==> src/rtl/row_scan_pkg.sv <==
package row_scan_pkg;
   typedef enum logic [1:0] {
      LVL_V0  = 2'd0,
      LVL_V12 = 2'd1,
      LVL_V43 = 2'd2,
      LVL_V5  = 2'd3
   } drive_lvl_e;

   function automatic drive_lvl_e row_code(input logic frame, input logic bit_r, input logic on);
      drive_lvl_e c;
      if (!on)           c = LVL_V5;
      else if (!frame)   c = bit_r ? LVL_V0 : LVL_V43;
      else               c = bit_r ? LVL_V5 : LVL_V12;
      return c;
   endfunction
endpackage

==> src/rtl/row_lp_edge.sv <==
module row_lp_edge (
   input  logic clk,
   input  logic rst_n,
   input  logic lp,
   output logic fall
);
   logic lp_q;

   always_ff @(posedge clk or negedge rst_n) begin
      if (!rst_n) lp_q <= 1'b0;
      else        lp_q <= lp;
   end

   assign fall = lp_q & ~lp;

   AST_FALL_SINGLE: assert property (@(posedge clk) disable iff (!rst_n)
      fall |=> !fall);
endmodule

==> src/rtl/row_scan_chain.sv <==
module row_scan_chain #(
   parameter int ROWS = 240
) (
   input  logic            clk,
   input  logic            rst_n,
   input  logic            shift_en,
   input  logic            clear,
   input  logic            up,
   input  logic            dual,
   input  logic            head_in,
   input  logic            dual_in,
   output logic [ROWS-1:0] q
);
   localparam int HALF = ROWS / 2;

   logic [ROWS-1:0] nxt;

   for (genvar i = 0; i < ROWS; i++) begin : g_bit
      logic from_lo, from_hi;
      if (i == 0) begin : g_lo_end
         assign from_lo = head_in;
      end else if (i == HALF) begin : g_lo_split
         assign from_lo = dual ? dual_in : q[i-1];
      end else begin : g_lo_mid
         assign from_lo = q[i-1];
      end
      if (i == ROWS-1) begin : g_hi_end
         assign from_hi = head_in;
      end else if (i == HALF-1) begin : g_hi_split
         assign from_hi = dual ? dual_in : q[i+1];
      end else begin : g_hi_mid
         assign from_hi = q[i+1];
      end
      assign nxt[i] = up ? from_lo : from_hi;
   end

   always_ff @(posedge clk or negedge rst_n) begin
      if (!rst_n)        q <= '0;
      else if (clear)    q <= '0;
      else if (shift_en) q <= nxt;
   end

   AST_HOLD_IDLE: assert property (@(posedge clk) disable iff (!rst_n)
      (!shift_en && !clear) |=> $stable(q));
   AST_CLEAR_ZERO: assert property (@(posedge clk) disable iff (!rst_n)
      clear |=> (q == '0));
   AST_UP_ENTRY: assert property (@(posedge clk) disable iff (!rst_n)
      (shift_en && !clear && up) |=> (q[0] == $past(head_in)));
   AST_DN_ENTRY: assert property (@(posedge clk) disable iff (!rst_n)
      (shift_en && !clear && !up) |=> (q[ROWS-1] == $past(head_in)));
   AST_DUAL_UP: assert property (@(posedge clk) disable iff (!rst_n)
      (shift_en && !clear && up && dual) |=> (q[HALF] == $past(dual_in)));
   AST_DUAL_DN: assert property (@(posedge clk) disable iff (!rst_n)
      (shift_en && !clear && !up && dual) |=> (q[HALF-1] == $past(dual_in)));
   AST_SINGLE_CROSS: assert property (@(posedge clk) disable iff (!rst_n)
      (shift_en && !clear && up && !dual) |=> (q[HALF] == $past(q[HALF-1])));
endmodule

==> src/rtl/row_level_enc.sv <==
module row_level_enc
   import row_scan_pkg::*;
#(
   parameter int ROWS = 240
) (
   input  logic              clk,
   input  logic              rst_n,
   input  logic              frame,
   input  logic              on,
   input  logic [ROWS-1:0]   bits,
   output logic [2*ROWS-1:0] lvl
);
   for (genvar i = 0; i < ROWS; i++) begin : g_row
      drive_lvl_e c;
      assign c = row_code(frame, bits[i], on);
      assign lvl[2*i +: 2] = c;
   end

   AST_BLANK_V5: assert property (@(posedge clk) disable iff (!rst_n)
      !on |-> (lvl == {ROWS{2'd3}}));
endmodule

==> src/rtl/row_scan_driver.sv <==
module row_scan_driver #(
   parameter int ROWS = 240
) (
   input  logic              clk,
   input  logic              rst_n,
   input  logic              lp,
   input  logic              scan_up,
   input  logic              dual_mode,
   input  logic              disp_on,
   input  logic              frame_inv,
   input  logic              dual_in,
   input  logic              end_a_in,
   output logic              end_a_out,
   output logic              end_a_oe,
   input  logic              end_b_in,
   output logic              end_b_out,
   output logic              end_b_oe,
   output logic [2*ROWS-1:0] row_lvl
);
   if (ROWS < 4 || (ROWS % 2) != 0) begin : g_bad_rows
      $error("row_scan_driver: ROWS must be even and at least 4");
   end

   logic            lp_fall;
   logic            head_in;
   logic [ROWS-1:0] sr;

   row_lp_edge u_edge (
      .clk  (clk),
      .rst_n(rst_n),
      .lp   (lp),
      .fall (lp_fall)
   );

   assign head_in = scan_up ? end_a_in : end_b_in;

   row_scan_chain #(.ROWS(ROWS)) u_chain (
      .clk     (clk),
      .rst_n   (rst_n),
      .shift_en(lp_fall & disp_on),
      .clear   (~disp_on),
      .up      (scan_up),
      .dual    (dual_mode),
      .head_in (head_in),
      .dual_in (dual_in),
      .q       (sr)
   );

   row_level_enc #(.ROWS(ROWS)) u_enc (
      .clk  (clk),
      .rst_n(rst_n),
      .frame(frame_inv),
      .on   (disp_on),
      .bits (sr),
      .lvl  (row_lvl)
   );

   assign end_a_out = sr[0];
   assign end_b_out = sr[ROWS-1];
   assign end_a_oe  = ~scan_up;
   assign end_b_oe  = scan_up;

   AST_ONE_DRIVER: assert property (@(posedge clk) disable iff (!rst_n)
      $onehot({end_a_oe, end_b_oe}));
   AST_FAR_OUT: assert property (@(posedge clk) disable iff (!rst_n)
      end_b_oe |-> (end_b_out == sr[ROWS-1]));
endmodule

==> config.mk <==
export PLATFORM = sky130hd
export DESIGN_NAME = row_scan_driver
export DESIGN_NICKNAME = d
export VERILOG_FILES = /design/src/rtl/row_scan_pkg.sv /design/src/rtl/row_lp_edge.sv /design/src/rtl/row_scan_chain.sv /design/src/rtl/row_level_enc.sv /design/src/rtl/row_scan_driver.sv
export SDC_FILE = /design/constraint.sdc
export NUM_CORES = 1
export LEC_CHECK = 0
export ABC_AREA = 1
export BUFFER_PORTS_ARGS = -buffer_cell sky130_fd_sc_hd__buf_4
export CAP_MARGIN = 20
export CORE_ASPECT_RATIO = 0.5
export CORE_MARGIN = 2
export CORE_UTILIZATION = 49
export DETAILED_ROUTE_END_ITERATION = 8
export GPL_ROUTABILITY_DRIVEN = 0
export PLACE_DENSITY_LB_ADDON = 0.2
export SLEW_MARGIN = 20
export SYNTH_ARGS = -nofsm -noshare
export SYNTH_HDL_FRONTEND = slang
export SYNTH_HIERARCHICAL = 1
export SYNTH_SLANG_ARGS = --single-unit
==> constraint.sdc <==
create_clock -name clk -period 6.2 [get_ports clk]
set_input_delay 0 -clock clk [delete_from_list [all_inputs] [get_ports clk]]
set_output_delay 0 -clock clk [all_outputs]
set_load 0.05 [all_outputs]
==> impl_summary.md <==
Flow run
Max-cap violations in this run came to 0.

Cells and area
Of the cells placed in the final design, the portion with a size suffix greater than 1 is 0.173. The area growth from synthesis to layout is 12.4%. 0 antenna diodes ended up in the layout. After routing the design area is 20800 um2.

The net count of the finished layout is 3216.

Pwr
The leakage power is 11.6 nW. The relative contribution of the clock network to total power is 0.344. Of the total power, the share spent switching nets is 0.371. Of the total power, combinational logic draws 0.283. The power spent charging and discharging nets is 1.56 mW. The internal portion of the total power is 2.66 mW.

IR analysis of the VDD net gives a maximum drop of 0.000147 V. The share of total power dissipated in sequential elements is 0.373. Power spread over the standard cell area amounts to 203 nW/um2.

Global routing
The total congestion overflow after global routing is 0. The busiest layer in global routing is met2. The first global-routing pass estimated 77200 um of wire. Entering global routing, the biggest net connects 159 pins.

The initial antenna violation count came to 0. The met2 track utilization from global routing is 0.420. The via count of the first global-routing pass is 15.1k. For this run, global-route usage on met3 was measured as 0.0204.

Across every metal layer, demand over resource in global routing totals 0.231. In the global route stage, met1 resource usage came out at 0.294.

Timing
The highest clock rate is 353 MHz. The final-report max-slew violation count is 0. The clock arrives with 0.0180 ns of skew. The post-layout minimum cycle time is 2.83 ns. The final setup violation count is 0. The fraction of the cycle the final worst path needs is 0.456. The final-report hold violation count was 14. Setup repair after global routing left no endpoint under its margin. Measured against its own limit, the worst slew margin works out to 0.333. The total negative slack is 0 ns. The worst-margin pin slew is 1.00 ns. On the final layout, the worst hold slack is -0.0425 ns.

Die
The overall die area is 39500 um2. The die is 141 um tall. The placement row count is 50. In this run the count of I/O pins placed on the die edge is 494. After floorplanning, the core was sized to cover 37300 um2. The initial utilization of the core area, before any placement, comes to 0.496. Measured along the x axis, the die boundary spans 279 um.

Detailed routing
The first routing iteration left 1536 violations. After detailed routing, the average wire length per cell comes to 12.9 um. The count of nets left with antenna violations once routing finished came out at 0. Using the TritonRoute via totals, the vias-per-cell ratio works out to 4.76. The vias after detailed routing is 17.7k.

The routed wire length is 47800 um. The pre-antenna-repair detailed-routing pass consisted of 5 iterations. After detailed routing, the number of remaining DRC violations is 0.

Synth
The async set or reset register ratio after synthesis is 1.00. The cell area that synthesis handed to floorplanning was 18500 um2. The cell type with the highest aggregate area in the netlist is sky130_fd_sc_hd__nand2_1. Synthesis produced a netlist whose cell count is 3086.

In the synthesized netlist, the cells that appear most often are 1920 x sky130_fd_sc_hd__nand2_1, 268 x sky130_fd_sc_hd__buf_4, 245 x sky130_fd_sc_hd__inv_1, 242 x sky130_fd_sc_hd__nand3_1, 241 x sky130_fd_sc_hd__dfrtp_1. For this run, the number of Yosys warnings is 6. By area the synthesized netlist is led by sky130_fd_sc_hd__nand2_1 39%, sky130_fd_sc_hd__dfrtp_1 33%, sky130_fd_sc_hd__buf_4 11%. The share of the synthesized area in the top cell type is 0.389. The post-synth net total is 3096. The synthesized design contains 241 register bits. The average footprint of a synthesized cell is 6.00 um2. The number of distinct standard cells referenced by the synthesized netlist is 15. The register area share after synthesis is 0.326. The number of enable flip-flop cells after synthesis is 0.

Among all flip-flop cells after synthesis, the most frequent one is sky130_fd_sc_hd__dfrtp_1. The most repeated cell in the gate-level netlist after synthesis is sky130_fd_sc_hd__nand2_1.

Clocking
The total clock buffers created by CTS is 24. The post-CTS clock slew at the launch and capture registers of the worst setup and hold paths is 0.07 ns. The clock sink count is 241.

The buffer type at the clock tree root is sky130_fd_sc_hd__clkbuf_16. The clock passes through at most 3 buffers. In this run the number of H-tree levels came out at 1. The clock tree from TritonCTS is yes. The clock reaches the later pin of the worst-skew pair after 0.53 ns.

Run status
The run finished, with violations left. The checks that failed: negative hold slack.

Setup path
The nature of the critical path endpoint is an output port. The required time reported for the critical path endpoint is 6.20 ns. Of all nets on the critical path, the largest fanout is 158. The arrival time of the worst setup path is 2.83 ns. The classification of the worst setup path is in2out. STA classifies the critical path startpoint as a primary input.

Placed design
The placed wire-length estimate is 28600 um. The count of port buffers added during placement is 493. The post-placement cell area is 19900 um2.

Worst hold path
The tightest min-delay check is of the in2async type.
-- routing by layer --
metal,vias to the layer above,wire length (um),share of wire
met2,363,24300,0.51
met4,0,1190,0.025
met1,8151,20600,0.43
met3,62,1730,0.036
met5,-,0,0
li1,9107,-,-
-- flip-flops by register name, summed over array words and instances (netlist names) --
| register | count |
|---|---|
| u_edge/lp_q | 1 |
| u_chain/q | 240 |
-- final cells by class --
class	count	area, um2
multi-input combinational	2171	8480
sequential	241	6030
timing repair buffer	519	3980
fill	3730	16500
clock inverter	4	22.5
inverter	249	952
clock buffer	36	737
tap	494	618
-- what timing repair did --
action	in CTS	in global routing
setup endpoints to repair	0	0
gates resized for setup	0	0
hold buffers	8	0
endpoints found under the hold margin	134	0
setup buffers	0	0
-- cell families after synthesis --
logic type             count (synthesis)  synth area share
buffers and inverters                674             0.217
DFF                                  241             0.326
and+or+nand+nor                     2171             0.457
-- through the flow --
| step | power [mW] | setup slack, ns | util | hold WS (ns) | instances |
|---|---|---|---|---|---|
| 6_report | 4.22 | 3.37 | 0.557 | -0.0425 | 3714 |
| 5_1_grt | 4.38 | 3.09 | 0.557 | 0.00718 | 3714 |
| 4_1_cts | 4.26 | 3.03 | 0.556 | 0.0634 | 3713 |
| 3_5_place_dp | 2.80 | 3.04 | 0.534 | 0.134 | 3665 |
| 3_3_place_gp | 2.80 | 3.19 | 0.534 | 0.127 | 3665 |
| 2_1_floorplan | 2.62 | 0.977 | - | -0.296 | 3086 |
-- cells in the final DEF, fill, tap and decap left out --
master | synthesis | routed
sky130_fd_sc_hd__nand2_4 | 0 | 1
sky130_fd_sc_hd__nand3_1 | 242 | 242
sky130_fd_sc_hd__nand2_2 | 3 | 3
sky130_fd_sc_hd__nor2_2 | 1 | 1
sky130_fd_sc_hd__clkinv_2 | 0 | 3
sky130_fd_sc_hd__clkbuf_16 | 0 | 25
sky130_fd_sc_hd__dlygate4sd3_1 | 0 | 8
sky130_fd_sc_hd__clkinvlp_4 | 0 | 1
sky130_fd_sc_hd__inv_2 | 2 | 1
sky130_fd_sc_hd__buf_4 | 268 | 504
sky130_fd_sc_hd__nor2_4 | 1 | 1
sky130_fd_sc_hd__nand2_1 | 1920 | 1919
sky130_fd_sc_hd__clkbuf_8 | 0 | 9
sky130_fd_sc_hd__nor2_1 | 4 | 4
sky130_fd_sc_hd__inv_1 | 245 | 245
sky130_fd_sc_hd__inv_6 | 0 | 2
sky130_fd_sc_hd__buf_16 | 0 | 1
sky130_fd_sc_hd__buf_12 | 0 | 1
sky130_fd_sc_hd__inv_8 | 0 | 1
sky130_fd_sc_hd__buf_8 | 1 | 1
sky130_fd_sc_hd__buf_6 | 45 | 2
sky130_fd_sc_hd__dfrtp_1 | 241 | 241
sky130_fd_sc_hd__clkbuf_1 | 9 | 4
-- critical path, cell delays in order --
cell	delay, ns
sky130_fd_sc_hd__buf_6	0.48
sky130_fd_sc_hd__inv_6	0.39
sky130_fd_sc_hd__nand2_4	0.70
sky130_fd_sc_hd__buf_6	0.77
sky130_fd_sc_hd__buf_4	0.34
-- power groups by stage --
stage | registers [mW] | clock network [mW] | logic, mW
floorplan | 1.60 | 0 | 1.02
global placement | 1.60 | 0 | 1.19
detailed placement | 1.60 | 0 | 1.20
CTS | 1.57 | 1.49 | 1.20
global route | 1.57 | 1.55 | 1.25
finish | 1.57 | 1.45 | 1.19
-- worst paths after layout --
| check | slack (ns) | cells after the start | start | end |
|---|---|---|---|---|
| hold reg to reg | 0.55 | 2 | u_chain/q[43] | u_chain/q[43] |
| setup / recovery | 3.37 | 5 | frame_inv | row_lvl[352] |
| setup reg to reg | 3.74 | 8 | u_edge/lp_q | u_chain/q[173] |
| max in group asynchronous | 4.81 | 4 | rst_n | u_chain/q[232] |
| hold / removal | -0.04 | 2 | rst_n | u_chain/q[64] |
| min in group clk | 0.07 | 5 | scan_up | u_chain/q[2] |
No activity file was read; power rests on OpenSTA's default activity.
